[config.mk]
export PLATFORM = sky130hd
export DESIGN_NAME = dec_opnd_fwd
export DESIGN_NICKNAME = d
export VERILOG_FILES = /design/src/rtl/dec_opnd_pkg.sv /design/src/rtl/ldst_spec_decode.sv /design/src/rtl/opnd_fwd_sel.sv /design/src/rtl/dec_opnd_fwd.sv
export SDC_FILE = /design/constraint.sdc
export NUM_CORES = 1
export LEC_CHECK = 0
export ABC_CLOCK_PERIOD_IN_PS = 3750
export BUFFER_PORTS_ARGS = -buffer_cell sky130_fd_sc_hd__buf_2
export CAP_MARGIN = 10
export CORE_AREA = 2 2 164 166
export DETAILED_ROUTE_END_ITERATION = 8
export DIE_AREA = 0 0 166 168
export PLACE_DENSITY = 0.37
export SETUP_SLACK_MARGIN = 0.2
export SLEW_MARGIN = 5
export SYNTH_ARGS = -nofsm -noshare
export SYNTH_HDL_FRONTEND = slang
export SYNTH_SLANG_ARGS = --single-unit
[constraint.sdc]
create_clock -name vclk -period 3.75
set_input_delay 0 -clock vclk [all_inputs]
set_output_delay 0 -clock vclk [all_outputs]
set_load 0.05 [all_outputs]
[src/rtl/dec_opnd_pkg.sv]
package dec_opnd_pkg;
  localparam int unsigned REG_W  = 4;
  localparam int unsigned DATA_W = 64;
  localparam logic [7:0] OP_LOAD  = 8'h50;
  localparam logic [7:0] OP_STORE = 8'h40;

  typedef enum logic [1:0] {
    KIND_OTHER = 2'd0,
    KIND_LOAD  = 2'd1,
    KIND_STORE = 2'd2
  } op_kind_e;

  // Which path feeds an operand, listed from highest to lowest priority.
  typedef enum logic [1:0] {
    PICK_ZERO = 2'd0,
    PICK_MEM  = 2'd1,
    PICK_WB   = 2'd2,
    PICK_RF   = 2'd3
  } opnd_pick_e;
endpackage

[src/rtl/ldst_spec_decode.sv]
module ldst_spec_decode
  import dec_opnd_pkg::*;
#(
  parameter int unsigned RW = REG_W
) (
  input  logic [7:0]    op_byte,
  input  logic [7:0]    reg_byte,
  output logic [RW-1:0] src_a,
  output logic [RW-1:0] src_b,
  output logic [RW-1:0] dst
);
  localparam logic [RW-1:0] NONE = {RW{1'b1}};

  op_kind_e      kind;
  logic [RW-1:0] ra, rb;

  assign ra = RW'(reg_byte[7:4]);
  assign rb = RW'(reg_byte[3:0]);

  always_comb begin
    unique case (op_byte)
      OP_LOAD:  kind = KIND_LOAD;
      OP_STORE: kind = KIND_STORE;
      default:  kind = KIND_OTHER;
    endcase
  end

  always_comb begin
    src_a = NONE;
    src_b = NONE;
    dst   = NONE;
    case (kind)
      KIND_STORE: begin
        src_a = ra;
        src_b = rb;
      end
      KIND_LOAD: begin
        src_b = rb;
        dst   = ra;
      end
      default: ;
    endcase
  end
endmodule

[src/rtl/opnd_fwd_sel.sv]
module opnd_fwd_sel
  import dec_opnd_pkg::*;
#(
  parameter int unsigned RW = REG_W,
  parameter int unsigned DW = DATA_W
) (
  input  logic [RW-1:0] src,
  input  logic [RW-1:0] mem_dst,
  input  logic [DW-1:0] mem_val,
  input  logic [RW-1:0] wb_dst,
  input  logic [DW-1:0] wb_val,
  input  logic [DW-1:0] rf_val,
  output logic [DW-1:0] opnd
);
  localparam logic [RW-1:0] NONE = {RW{1'b1}};

  opnd_pick_e pick;

  always_comb begin
    if (src == NONE)         pick = PICK_ZERO;
    else if (src == mem_dst) pick = PICK_MEM;
    else if (src == wb_dst)  pick = PICK_WB;
    else                     pick = PICK_RF;
  end

  always_comb begin
    unique case (pick)
      PICK_ZERO: opnd = '0;
      PICK_MEM:  opnd = mem_val;
      PICK_WB:   opnd = wb_val;
      default:   opnd = rf_val;
    endcase
  end
endmodule

[src/rtl/dec_opnd_fwd.sv]
module dec_opnd_fwd
  import dec_opnd_pkg::*;
#(
  parameter int unsigned REG_W  = dec_opnd_pkg::REG_W,
  parameter int unsigned DATA_W = dec_opnd_pkg::DATA_W
) (
  input  logic [7:0]        dec_op_byte,
  input  logic [7:0]        dec_reg_byte,
  input  logic [REG_W-1:0]  mem_dst,
  input  logic [DATA_W-1:0] mem_load_val,
  input  logic [REG_W-1:0]  wb_dst,
  input  logic [DATA_W-1:0] wb_val,
  input  logic [DATA_W-1:0] rf_rdata_a,
  input  logic [DATA_W-1:0] rf_rdata_b,
  output logic [REG_W-1:0]  src_a,
  output logic [REG_W-1:0]  src_b,
  output logic [REG_W-1:0]  dst_load,
  output logic [DATA_W-1:0] opnd_a,
  output logic [DATA_W-1:0] opnd_b
);
  localparam int unsigned NPORT = 2;

  logic [NPORT-1:0][REG_W-1:0]  src_v;
  logic [NPORT-1:0][DATA_W-1:0] rf_v;
  logic [NPORT-1:0][DATA_W-1:0] opnd_v;

  ldst_spec_decode #(.RW(REG_W)) u_dec (
    .op_byte (dec_op_byte),
    .reg_byte(dec_reg_byte),
    .src_a   (src_a),
    .src_b   (src_b),
    .dst     (dst_load)
  );

  assign src_v = {src_b, src_a};
  assign rf_v  = {rf_rdata_b, rf_rdata_a};

  for (genvar p = 0; p < NPORT; p++) begin : g_port
    opnd_fwd_sel #(.RW(REG_W), .DW(DATA_W)) u_sel (
      .src    (src_v[p]),
      .mem_dst(mem_dst),
      .mem_val(mem_load_val),
      .wb_dst (wb_dst),
      .wb_val (wb_val),
      .rf_val (rf_v[p]),
      .opnd   (opnd_v[p])
    );
  end

  assign opnd_a = opnd_v[0];
  assign opnd_b = opnd_v[1];
endmodule

Yosys cells after proc, flatten, opt, wreduce, memory -nomap -nowiden
Index checks and enable logic that the tools add are counted.
{"block": "classes", "n_addsub": 0, "mul": 0, "div_mod_pow": 0, "magnitude_cmp": 0, "eq_ne": 14, "shifts": 0, "muxes": 12, "bitwise": 0, "n_reduce_logical": 3}
{"operator": "one-hot mux 64 bit (3 select lines)", "count": 2}
{"operator": "equality test 4 bit", "count": 4}
{"operator": "equality test 8 x 7 -> 1 bit (second input constant)", "count": 2}
{"operator": "two-way mux 4 bit", "count": 3}
{"operator": "equality test 4 bit (second input constant)", "count": 2}
{"operator": "two-way mux 2 bit", "count": 4}
{"operator": "equality test 2 x 1 -> 1 bit (second input constant)", "count": 3}
{"operator": "equality test 2 bit (second input constant)", "count": 3}
{"operator": "zero test 2 bit", "count": 2}
{"operator": "one-hot mux 2 bit (2 select lines)", "count": 1}
{"operator": "two-way mux 1 bit", "count": 2}
{"operator": "OR reduction 2 bit", "count": 1}
{"block": "totals", "ff_bits": 0, "latch_bits": 0, "ramBits": 0, "mem_bits_ro": 0, "out_inout_bits": 140, "word_cells": 29, "n_memories": 0}

Logic depth before layout (Yosys ltp)
Gate-level depths: netlist (run 1).
{"block": "depth", "ltp_word": 11, "mapped_depth": 14}

By module
From an unflattened synthesis (run 1), not the netlist that was laid out.
{"block": "hier_totals", "hier_cells": 497, "area_unflattened_um2": 3146.8}
{"mod": "opnd_fwd_sel", "instances": 2, "cells_each": 238, "area_per_inst_um2": 1498.9, "seq_area_each_um2": 0.0}
{"mod": "ldst_spec_decode", "instances": 1, "cells_each": 21, "area_per_inst_um2": 148.9, "seq_area_each_um2": 0.0}

Worst setup path before layout (run 1)
No wires, ideal clock.
{"block": "synth_timing", "path_kind": "input to output", "from": "in dec_op_byte[3]", "to": "out opnd_a[10]", "arrival_time_ns": 3.030, "setup_slack_ns": 0.720, "path_stages": 14, "n_path_buf": 3, "path_cell_list": "nor4_1 nand2_1 inv_1 nand2_1 inv_1 ha_1 clkbuf_1 nand2b_1 o31ai_1 o32ai_1 buf_2 buf_2 mux2i_1 a21oi_1"}
{"block": "synth_via", "elab_chain_cells": 10, "elab_cells_between_ends": 15, "classes_between": "eq/ne: 8; mux: 6; reduce/logical: 1"}
{"item": "start: declaration", "line_no": "dec_opnd_fwd.sv:7", "source": "input logic [7:0] dec_op_byte,"}
{"item": "equality test 8 x 7 -> 1 bit", "line_no": "ldst_spec_decode.sv:21", "source": "unique case (op_byte)"}
{"item": "one-hot mux 2 bit (2 select lines) (*)", "line_no": "ldst_spec_decode.sv:21"}
{"item": "equality test 2 bit (*)", "line_no": "ldst_spec_decode.sv:32", "source": "case (kind)"}
{"item": "two-way mux 4 bit (*)", "line_no": "ldst_spec_decode.sv:32"}
{"item": "via src_a[1]", "line_no": "dec_opnd_fwd.sv:15", "source": "output logic [REG_W-1:0] src_a,"}
{"item": "equality test 4 bit", "line_no": "opnd_fwd_sel.sv:22", "source": "else if (src == wb_dst) pick = PICK_WB;"}
{"item": "two-way mux 1 bit", "line_no": "opnd_fwd_sel.sv:22"}
{"item": "two-way mux 2 bit", "line_no": "opnd_fwd_sel.sv:21", "source": "else if (src == mem_dst) pick = PICK_MEM;"}
{"item": "two-way mux 2 bit (*)", "line_no": "opnd_fwd_sel.sv:20", "source": "if (src == NONE) pick = PICK_ZERO;"}
{"item": "equality test 2 bit (tied with other cells)", "line_no": "opnd_fwd_sel.sv:27", "source": "unique case (pick)"}
{"item": "one-hot mux 64 bit (3 select lines) (*)", "line_no": "opnd_fwd_sel.sv:27"}
{"item": "end: declaration", "line_no": "dec_opnd_fwd.sv:18", "source": "output logic [DATA_W-1:0] opnd_a,"}
The timed path passes the listed nets; every way through them passes the cells marked *.

Worst setup path after layout (run 1)
{"block": "layout_timing", "from": "in dec_op_byte[3]", "to": "out opnd_b[35]"}
{"block": "layout_via", "elab_chain_cells": 11, "elab_cells_between_ends": 17, "classes_between": "eq/ne: 9; mux: 6; reduce/logical: 2"}
{"item": "equality test 8 x 7 -> 1 bit", "line_no": "ldst_spec_decode.sv:21"}
{"item": "one-hot mux 2 bit (2 select lines) (*)", "line_no": "ldst_spec_decode.sv:21"}
{"item": "equality test 2 bit or equality test 2 x 1 -> 1 bit (tied branches)", "line_no": "ldst_spec_decode.sv:32"}
{"item": "OR reduction 2 bit (no source line) (*)"}
{"item": "two-way mux 4 bit (*)", "line_no": "ldst_spec_decode.sv:32"}
{"item": "equality test 4 bit", "line_no": "opnd_fwd_sel.sv:22"}
{"item": "two-way mux 1 bit", "line_no": "opnd_fwd_sel.sv:22"}
{"item": "two-way mux 2 bit", "line_no": "opnd_fwd_sel.sv:21"}
{"item": "two-way mux 2 bit (*)", "line_no": "opnd_fwd_sel.sv:20"}
{"item": "equality test 2 bit (tied with other cells)", "line_no": "opnd_fwd_sel.sv:27"}
{"item": "one-hot mux 64 bit (3 select lines) (*)", "line_no": "opnd_fwd_sel.sv:27"}
{"item": "end: declaration", "line_no": "dec_opnd_fwd.sv:19", "source": "output logic [DATA_W-1:0] opnd_b"}
Every way passes the cells marked *; elsewhere a longest branch is shown, timed or not.

==> impl_metrics.env, run 1 <==
export IMPL_status="completed"
export IMPL_dieWidth_um=166
export IMPL_synth_top_area_share_pct=19.5
export IMPL_crit_fanout=38
export IMPL_dp_hpwl_mm=16.7
export IMPL_max_freq_mhz=337
export IMPL_cp_end_kind="output pin"
export IMPL_design_seq_count=0
export IMPL_core_mm2=0.0264
export IMPL_die_area_mm2=0.0279
export IMPL_arrival_ps=2970
export IMPL_power_frac_comb_pct=100.0
export IMPL_p_switching_w=0.000168
export IMPL_layout_min_cycle_time_ps=2970
export IMPL_antenna_found_initial=0
export IMPL_post_route_period_util_pct=79.2
export IMPL_slew_violations=0
export IMPL_clkPwrFrac_pct=0
export IMPL_grt_overflow=0
export IMPL_synth_area_top_cells="a221o_1, mux2i_1, and2_1, a21oi_1, o21ai_0"
export IMPL_crit_required_ps=3750
export IMPL_ant_nets=0
export IMPL_hp_class="input pin to output pin"
export IMPL_p_int_w=0.000164
export IMPL_grt_pass1_wl_mm=30.2
export IMPL_syn_avg_cell_area_um2=6.96
export IMPL_rsz0062_at_grt="false"
export IMPL_dp_slack_ps=749
export IMPL_drt_first_pass_iters=4
export IMPL_clkbuf_count=0
export IMPL_layoutNonFillerInstCount=1194
export IMPL_yosysWarnings=0
export IMPL_vias=5335
export IMPL_synth_cells=472
export IMPL_dp_cells=1194
export IMPL_start_kind="input pin"
export IMPL_grt_pass1_vias=5366
export IMPL_wl_per_cell_um=17.1
export IMPL_cts_resized=0
export IMPL_ctsHoldBuffers=0
export IMPL_num_fill_cells=3001
export IMPL_drive_above_1_share_pct=53.2
export IMPL_diodes=0
export IMPL_drt_iter0_markers=204
export IMPL_leakagePower_nw=3.33
export IMPL_finalPower_w=0.000331
export IMPL_fin_ws_ps=782
export IMPL_slowest_stage="a2111oi_4"
export IMPL_yosysSeqAreaShare_pct=0
export IMPL_gp_congestion=0.820
export IMPL_hold_violations=0
export IMPL_netlist_area_mm2=0.00328
export IMPL_slew_headroom_pct=56.1
export IMPL_rows=60
export IMPL_cp_cell_sequence="buf_2 -> nor4_1 -> nand2_1 -> inv_1 -> nand2_1 -> ha_1 -> nand4bb_1 -> a2bb2oi_1 -> nand2_1 -> a2111oi_4 -> buf_12 -> a221o_1 -> buf_2"
export IMPL_cts_setup_buffers=0
export IMPL_seqPwrFrac_pct=0
export IMPL_area_delta_synth_final_pct=76.0
export IMPL_setup_viol=0
export IMPL_slowest_delay_ps=490
export IMPL_maxCapViolations=0
export IMPL_nNetsFinal=1137
export IMPL_portBuffers=420
export IMPL_synth_largest_area_cell="a221o_1"
export IMPL_initial_core_util_pct=12.5
export IMPL_synth_cell_type_count=40
export IMPL_power_per_cell_area_mw_per_mm2=57.3
export IMPL_remaining_drc_errors=0
export IMPL_wl_mm=20.4
export IMPL_worst_pin_slew_ps=659
export IMPL_vdd_ir_drop_worst_mv=0.0203
export IMPL_die_y_um=168
export IMPL_io_pin_count=420
export IMPL_crit_type="input pin to output pin"
export IMPL_setup_tns_ps=0
export IMPL_grt_max_degree=52
export IMPL_syn_num_nets=754
export IMPL_vias_per_cell=4.47
export IMPL_seqCellArea_um2=0
export IMPL_cpMostUsedCell="nand2_1"
export IMPL_sw_frac_of_total_pct=50.6
export IMPL_grt_use_total_pct=13.3
export IMPL_worst_hold_slack_ps=444
power by group through the flow:
stage	Combinational [W]	Clock [W]	Sequential, W
after floorplan	0.000125	0	0
after global placement	0.000335	0	0
after detailed placement	0.000333	0	0
after CTS	0.000334	0	0
after global routing	0.000364	0	0
final	0.000331	0	0
critical path: cells and delay by family:
kind                     cells  cell delay, ps
AO/OA/AOI/OAI                3            1080
AND/OR/NAND/NOR              5             780
buffers and inverters        4             730
adder cells (fa/ha/maj)      1             350
layout make-up:
cell class,count,area [um^2],area share (%)
timing repair buffer,438,2320,40.2
tap,341,427,7.38
multi-input combinational,409,3010,52.0
inverter,6,22.5,0.390
kinds of logic (layout without fill, tap and decap cells):
| kind of cell | count (synthesis) | in the layout | share of synthesized area, % |
|---|---|---|---|
| AOI/OAI and AO/OA | 217 | 217 | 45.4 |
| xor gates and xnor gates | 9 | 9 | 2.40 |
| adders and majority gates | 2 | 2 | 0.762 |
| buffers and inverters | 63 | 444 | 10.2 |
| muxes | 64 | 64 | 19.5 |
| and+or+nand+nor | 117 | 117 | 21.8 |
synthesized netlist by cell type (2+ instances only):
| cell | number |
|---|---|
| nor4b_1 | 3 |
| o32ai_1 | 2 |
| or2_2 | 5 |
| nor3_1 | 3 |
| and2_1 | 65 |
| buf_6 | 7 |
| a221o_1 | 64 |
| buf_2 | 12 |
| or3_1 | 2 |
| nand2_1 | 15 |
| clkbuf_1 | 30 |
| mux2i_1 | 64 |
| xnor2_1 | 2 |
| a21o_1 | 2 |
| xor2_1 | 7 |
| nand4bb_1 | 2 |
| o21ai_0 | 66 |
| nor3b_1 | 2 |
| or3b_2 | 3 |
| nand2b_1 | 8 |
| a21oi_1 | 72 |
| o31ai_1 | 2 |
| nor2_1 | 3 |
| buf_4 | 8 |
| nand3b_1 | 2 |
| inv_1 | 6 |
| ha_1 | 2 |
per-stage QoR:
step / util [%] / cell area [um^2]
CTS: 21.9 / 5780
floorplan: - / 3280
global route: 21.9 / 5780
detailed placement: 21.9 / 5780
finish: 21.9 / 5780
global placement: 21.9 / 5780
path summary, 6_finish.rpt:
| path | from | to | slack (ps) | cells past startpoint |
|---|---|---|---|---|
| setup / recovery | dec_op_byte[3] | opnd_b[35] | 780 | 13 |
| hold / removal | rf_rdata_b[4] | opnd_b[4] | 440 | 3 |
layout by cell type (no fill, tap or decap), types with 3 or more instances in the layout:
cell,n
a21oi_1,72
or3b_2,3
o21ai_0,66
xor2_1,7
buf_12,7
nor4b_1,3
a221o_1,64
nor2_1,3
and2_1,65
buf_4,11
inv_1,6
mux2i_1,64
nand2b_1,8
nand2_1,15
nor3_1,3
or2_2,5
buf_2,420
metal layers:
metal	part of all wire, %	up-vias	track usage, %
met5	0	-	0
met4	1.6	0	2.00
met3	6.3	22	1.72
met2	51	271	24.9
met1	41	2458	16.5
li1	-	2584	-
Note: power is estimated with default switching activity, not from simulation.
==> run 2, diff against run 1 <==
--- a/config.mk
+++ b/config.mk
@@ -5,13 +5,14 @@
 export SDC_FILE = /design/constraint.sdc
 export NUM_CORES = 1
 export LEC_CHECK = 0
-export ABC_CLOCK_PERIOD_IN_PS = 3750
+export ABC_AREA = 1
+export ABC_CLOCK_PERIOD_IN_PS = 2950
 export BUFFER_PORTS_ARGS = -buffer_cell sky130_fd_sc_hd__buf_2
 export CAP_MARGIN = 10
-export CORE_AREA = 2 2 164 166
+export CORE_AREA = 2 2 161 163
 export DETAILED_ROUTE_END_ITERATION = 8
-export DIE_AREA = 0 0 166 168
-export PLACE_DENSITY = 0.37
+export DIE_AREA = 0 0 163 165
+export PLACE_DENSITY = 0.42
 export SETUP_SLACK_MARGIN = 0.2
 export SLEW_MARGIN = 5
 export SYNTH_ARGS = -nofsm -noshare
==> constraint.sdc (replaced) <==
create_clock -name vclk -period 2.95
set_input_delay 0 -clock vclk [all_inputs]
set_output_delay 0 -clock vclk [all_outputs]
set_load 0.05 [all_outputs]
==> run 2 against run 1 <==
  * Setup slack got worse by 320 ps
  * Sequential cell count unchanged
  * Die area decreased by 3.6%
  * Utilization increased by 5.4 points
  * Count of clock-buffer cells in the layout did not move
  * Critical path type unchanged
==> impl_metrics.env, run 2 <==
export IMPL_status="completed"
export IMPL_io_pin_count=420
export IMPL_final_cell_mix="buf_2, nand4_1, nand3_1, nand2_1, inv_1"
export IMPL_worst_hold_slack_ps=436
export IMPL_hold_depth=4
export IMPL_max_freq_mhz=402
export IMPL_area_delta_synth_final_pct=59.2
export IMPL_clkbuf_count=0
export IMPL_dp_slack_ps=264
export IMPL_seqCellArea_um2=0
export IMPL_synth_cells=767
export IMPL_drt_first_pass_iters=7
export IMPL_die_area_mm2=0.0269
export IMPL_crit_type="input pin to output pin"
export IMPL_ant_nets=0
export IMPL_netlist_area_mm2=0.00430
export IMPL_cp_cell_sequence="buf_2 -> nor2_1 -> inv_1 -> nor4_1 -> ha_2 -> nor2_1 -> nand2_1 -> nand2_1 -> nor2_4 -> nand2_4 -> buf_12 -> nand4_1 -> nand3_1 -> buf_2"
export IMPL_layoutNonFillerInstCount=1433
export IMPL_rows=58
export IMPL_yosysSeqAreaShare_pct=0
export IMPL_grt_pass1_wl_mm=44.0
export IMPL_rsz0062_at_grt="false"
export IMPL_ctsHoldBuffers=0
export IMPL_min_from="rf_rdata_b[32]"
export IMPL_antenna_found_initial=1
export IMPL_synth_most_common_cell="nand4_1"
export IMPL_start_kind="input pin"
export IMPL_nNetsFinal=1386
export IMPL_die_y_um=165
export IMPL_leakagePower_nw=3.50
export IMPL_drive_above_1_share_pct=43.5
export IMPL_synth_common_cells="nand4_1, nand3_1, nand2_1, buf_2, buf_4"
export IMPL_worst_pin_slew_ps=425
export IMPL_power_per_cell_area_mw_per_mm2=84.0
export IMPL_synth_cell_type_count=21
export IMPL_final_common_cell="buf_2"
export IMPL_initial_core_util_pct=17.2
export IMPL_critPathLaunch="dec_op_byte[7]"
export IMPL_hp_class="input pin to output pin"
export IMPL_synth_top_area_share_pct=56.2
export IMPL_slowest_delay_ps=420
export IMPL_slew_headroom_pct=71.6
export IMPL_grt_max_degree=114
export IMPL_crit_required_ps=2950
export IMPL_vias=8216
export IMPL_wl_mm=31.4
export IMPL_setup_viol=0
export IMPL_drt_iter0_markers=828
export IMPL_design_seq_count=0
export IMPL_grt_overflow=0
export IMPL_synth_area_top_cells="nand4_1, nand3_1, buf_2, nand2_1, buf_4"
export IMPL_whs_endpoint="opnd_b[32]"
export IMPL_dp_cells=1426
export IMPL_core_mm2=0.0250
export IMPL_grt_pass1_vias=7606
export IMPL_hold_violations=0
export IMPL_crit_fanout=56
export IMPL_syn_num_nets=1049
export IMPL_wl_per_cell_um=21.9
export IMPL_arrival_ps=2490
export IMPL_yosysWarnings=0
export IMPL_cp_end_kind="output pin"
export IMPL_dp_hpwl_mm=22.6
export IMPL_grt_use_total_pct=20.6
export IMPL_gp_congestion=0.896
export IMPL_slowest_stage="ha_2"
export IMPL_layout_min_cycle_time_ps=2490
export IMPL_vias_per_cell=5.73
export IMPL_vdd_ir_drop_worst_mv=0.0364
export IMPL_maxCapViolations=0
export IMPL_portBuffers=420
export IMPL_setup_tns_ps=0
export IMPL_slew_violations=0
export IMPL_fin_ws_ps=460
export IMPL_dieWidth_um=163
export IMPL_remaining_drc_errors=0
export IMPL_synth_largest_area_cell="nand4_1"
export IMPL_syn_avg_cell_area_um2=5.60
export IMPL_post_route_period_util_pct=84.4
run 2: cell count changes after synthesis, sizes merged, moves of 64 or more:
| cell | before | now |
|---|---|---|
| and2 | 65 | 0 |
| o21ai | 66 | 2 |
| a21oi | 72 | 0 |
| buf | 27 | 99 |
| a221o | 64 | 0 |
| nand4 | 0 | 386 |
| mux2i | 64 | 0 |
| nand3 | 1 | 139 |
run 2: through the flow:
step / power, W / cell area [um^2] / utilization [%]
3_5_place_dp: 0.000556 / 6700 / 26.8
3_3_place_gp: 0.000556 / 6700 / 26.8
4_1_cts: 0.000558 / 6700 / 26.8
2_1_floorplan: 0.000220 / 4300 / -
5_1_grt: 0.000611 / 6840 / 27.3
6_report: 0.000574 / 6840 / 27.3
run 2: logic make-up after synthesis:
logic type | share of synthesized area (%)
AO/OA/AOI/OAI | 0.233
adder cells (fa/ha/maj) | 0.582
buffers and inverters | 17.4
AND/OR/NAND/NOR | 81.8
run 2: worst max-delay path by stage:
stage / endpoint / depth (start not counted)
6_report: opnd_b[61] / 14
3_3_place_gp: opnd_a[1] / 14
3_5_place_dp: opnd_a[1] / 13
5_1_grt: opnd_b[59] / 15
2_1_floorplan: opnd_b[0] / 13
4_1_cts: opnd_a[1] / 13
run 2: area by class of cell:
type / count / area, um^2
Timing Repair Buffer: 458 / 2730
Multi-Input combinational cell: 620 / 3600
Tap cell: 330 / 413
Antenna cell: 1 / 2.50
Inverter: 24 / 92.6
Fill cell: 2926 / 18200
run 2: critical path: cells and delay by family:
| family | cells | cell delay [ps] |
|---|---|---|
| simple gates | 9 | 1390 |
| fa+ha+maj | 1 | 420 |
| buf+inv | 4 | 660 |
run 2: metal layers:
metal	GRT usage [%]	share of wire (%)	routed length, um
met5	0	0	0
met3	2.51	8.2	2580
met2	38.6	51	16000
met4	4.87	2.3	712
met1	24.8	39	12200
run 2: repair_timing:
action / in CTS / in global routing
buffers inserted: 0 / 4
endpoints found under the setup margin: 0 / 127
resized for setup: 0 / 12
run 2: where the power goes:
group / switching (W) / internal (W)
Sequential: 0 / 0
Clock: 0 / 0.0000000000457
Combinational: 0.000364 / 0.000211
Total: 0.000364 / 0.000211
==> run 3, diff against run 2 <==
--- a/config.mk
+++ b/config.mk
@@ -5,14 +5,14 @@
 export SDC_FILE = /design/constraint.sdc
 export NUM_CORES = 1
 export LEC_CHECK = 0
-export ABC_AREA = 1
-export ABC_CLOCK_PERIOD_IN_PS = 2950
+export ABC_AREA = 0
+export ABC_CLOCK_PERIOD_IN_PS = 2600
 export BUFFER_PORTS_ARGS = -buffer_cell sky130_fd_sc_hd__buf_2
 export CAP_MARGIN = 10
 export CORE_AREA = 2 2 161 163
 export DETAILED_ROUTE_END_ITERATION = 8
 export DIE_AREA = 0 0 163 165
-export PLACE_DENSITY = 0.42
+export PLACE_DENSITY = 0.38
 export SETUP_SLACK_MARGIN = 0.2
 export SLEW_MARGIN = 5
 export SYNTH_ARGS = -nofsm -noshare
==> constraint.sdc (replaced) <==
create_clock -name vclk -period 2.6
set_input_delay 0 -clock vclk [all_inputs]
set_output_delay 0 -clock vclk [all_outputs]
set_load 0.05 [all_outputs]
==> run 3 against run 2 <==
  * Critical path depth unchanged
  * Non-clock buffer count increased by 86
  * Design area increased by 40%
  * Global-route usage decreased by 3.9 points
  * Largest cell class is now buffers
  * Highest routed layer unchanged
==> impl_metrics.env, run 3 (synthesis gave the netlist of run 1 again) <==
export IMPL_final_cell_mix="buf_2, buf_4, buf_6, and2_1, a221o_2"
export IMPL_arrival_ps=2600
export IMPL_slowest_stage="a221o_2"
export IMPL_dieWidth_um=163
export IMPL_drive_above_1_share_pct=80.0
export IMPL_vias=5838
export IMPL_crit_required_ps=2600
export IMPL_portBuffers=420
export IMPL_max_freq_mhz=385
export IMPL_post_route_cell_area_mm2=0.00960
export IMPL_ctsHoldBuffers=0
export IMPL_worst_pin_slew_ps=398
export IMPL_final_util_pct=38.3
export IMPL_layout_min_cycle_time_ps=2600
export IMPL_slowest_delay_ps=400
export IMPL_hold_violations=0
export IMPL_crit_fanout=9
export IMPL_num_fill_cells=2545
export IMPL_maxCapViolations=0
export IMPL_cp_num_buf_inv=5
export IMPL_cp_end_kind="output pin"
export IMPL_start_kind="input pin"
export IMPL_post_route_period_util_pct=100
export IMPL_grt_pass1_wl_mm=34.7
export IMPL_initial_core_util_pct=13.1
export IMPL_drt_iter0_markers=226
export IMPL_gp_congestion=0.778
export IMPL_nNetsFinal=1243
export IMPL_antenna_found_initial=0
export IMPL_wl_per_cell_um=20.6
export IMPL_setup_viol=0
export IMPL_grt_pass1_vias=5779
export IMPL_grt_use_total_pct=16.7
export IMPL_vias_per_cell=4.53
export IMPL_remaining_drc_errors=0
export IMPL_leakagePower_nw=4.07
export IMPL_slew_headroom_pct=73.2
export IMPL_area_delta_synth_final_pct=192
export IMPL_die_y_um=165
export IMPL_drt_first_pass_iters=4
export IMPL_die_area_mm2=0.0269
export IMPL_cp_cell_sequence="buf_6 -> nor4_4 -> nand2_1 -> nor2_2 -> buf_4 -> ha_4 -> or2_4 -> or3_4 -> o21ai_2 -> a221oi_4 -> buf_12 -> clkbuf_16 -> a221o_2 -> buf_8"
export IMPL_power_per_cell_area_mw_per_mm2=84.9
export IMPL_grt_overflow=0
export IMPL_wl_mm=26.6
export IMPL_crit_family="simple AND/OR/NAND/NOR gates"
export IMPL_design_seq_count=0
export IMPL_seqCellArea_um2=0
export IMPL_vdd_ir_drop_worst_mv=0.0348
export IMPL_status="completed"
export IMPL_core_mm2=0.0250
export IMPL_final_common_cell="buf_2"
export IMPL_slew_violations=0
export IMPL_dp_hpwl_mm=17.8
export IMPL_rsz0062_at_grt="true"
export IMPL_clkbuf_count=0
export IMPL_rows=58
export IMPL_ant_nets=0
export IMPL_grt_max_degree=35
export IMPL_crit_type="input pin to output pin"
export IMPL_hp_class="input pin to output pin"
export IMPL_io_pin_count=420
export IMPL_place_area_mm2=0.00712
==> run 3: where the power goes <==
group	total [W]	internal, W	switching (W)
clock network	0.0000000000515	0.0000000000515	0
registers	0	0	0
logic	0.000815	0.000416	0.000399
total	0.000815	0.000416	0.000399
==> run 3: layout make-up <==
| cell class | count | area, um^2 | share of cell area, % |
|---|---|---|---|
| diodes | 1 | 2.50 | 0.0261 |
| inverters | 6 | 22.5 | 0.235 |
| multi-input cells | 409 | 4500 | 46.9 |
| well taps | 330 | 413 | 4.30 |
| repair buffers | 544 | 4660 | 48.5 |
==> run 3: tightest hold or removal path, cell delays in order <==
cell and delay, ps:
buf_2 70, a221o_2 140, buf_6 150
==> run 3: path summary, 6_finish.rpt <==
path | endpoint | slack, ps | from | cells past startpoint
setup / recovery | opnd_b[57] | 1 | dec_op_byte[3] | 14
hold / removal | opnd_b[8] | 360 | rf_rdata_b[8] | 3
==> run 3: layer usage <==
layer | vias up | GRT usage, % | share of wire [%]
met3 | 12 | 1.88 | 5.3
met5 | - | 0 | 0
met4 | 0 | 1.45 | 1.0
li1 | 2812 | - | -
met2 | 232 | 32.0 | 54
met1 | 2782 | 20.5 | 40
==> run 3: metrics by stage <==
| step | power [W] | setup TNS, ps | hold WS, ps | setup WS (ps) | cells |
|---|---|---|---|---|---|
| floorplan | 0.000240 | 0 | 193 | 107 | 472 |
| global placement | 0.000559 | -17730 | 374 | -236 | 1241 |
| detailed placement | 0.000558 | -15920 | 385 | -204 | 1241 |
| CTS | 0.000746 | 0 | 360 | 4.65 | 1273 |
| global route | 0.000864 | -10330 | 369 | -129 | 1289 |
| finish | 0.000815 | 0 | 358 | 1.06 | 1290 |
==> run 3: timing repair <==
action	4_1_cts	5_1_grt
endpoints found under the setup margin	128	128
buffers inserted	19	6
pin swaps	35	7
gates resized for setup	337	100
gates cloned	13	10
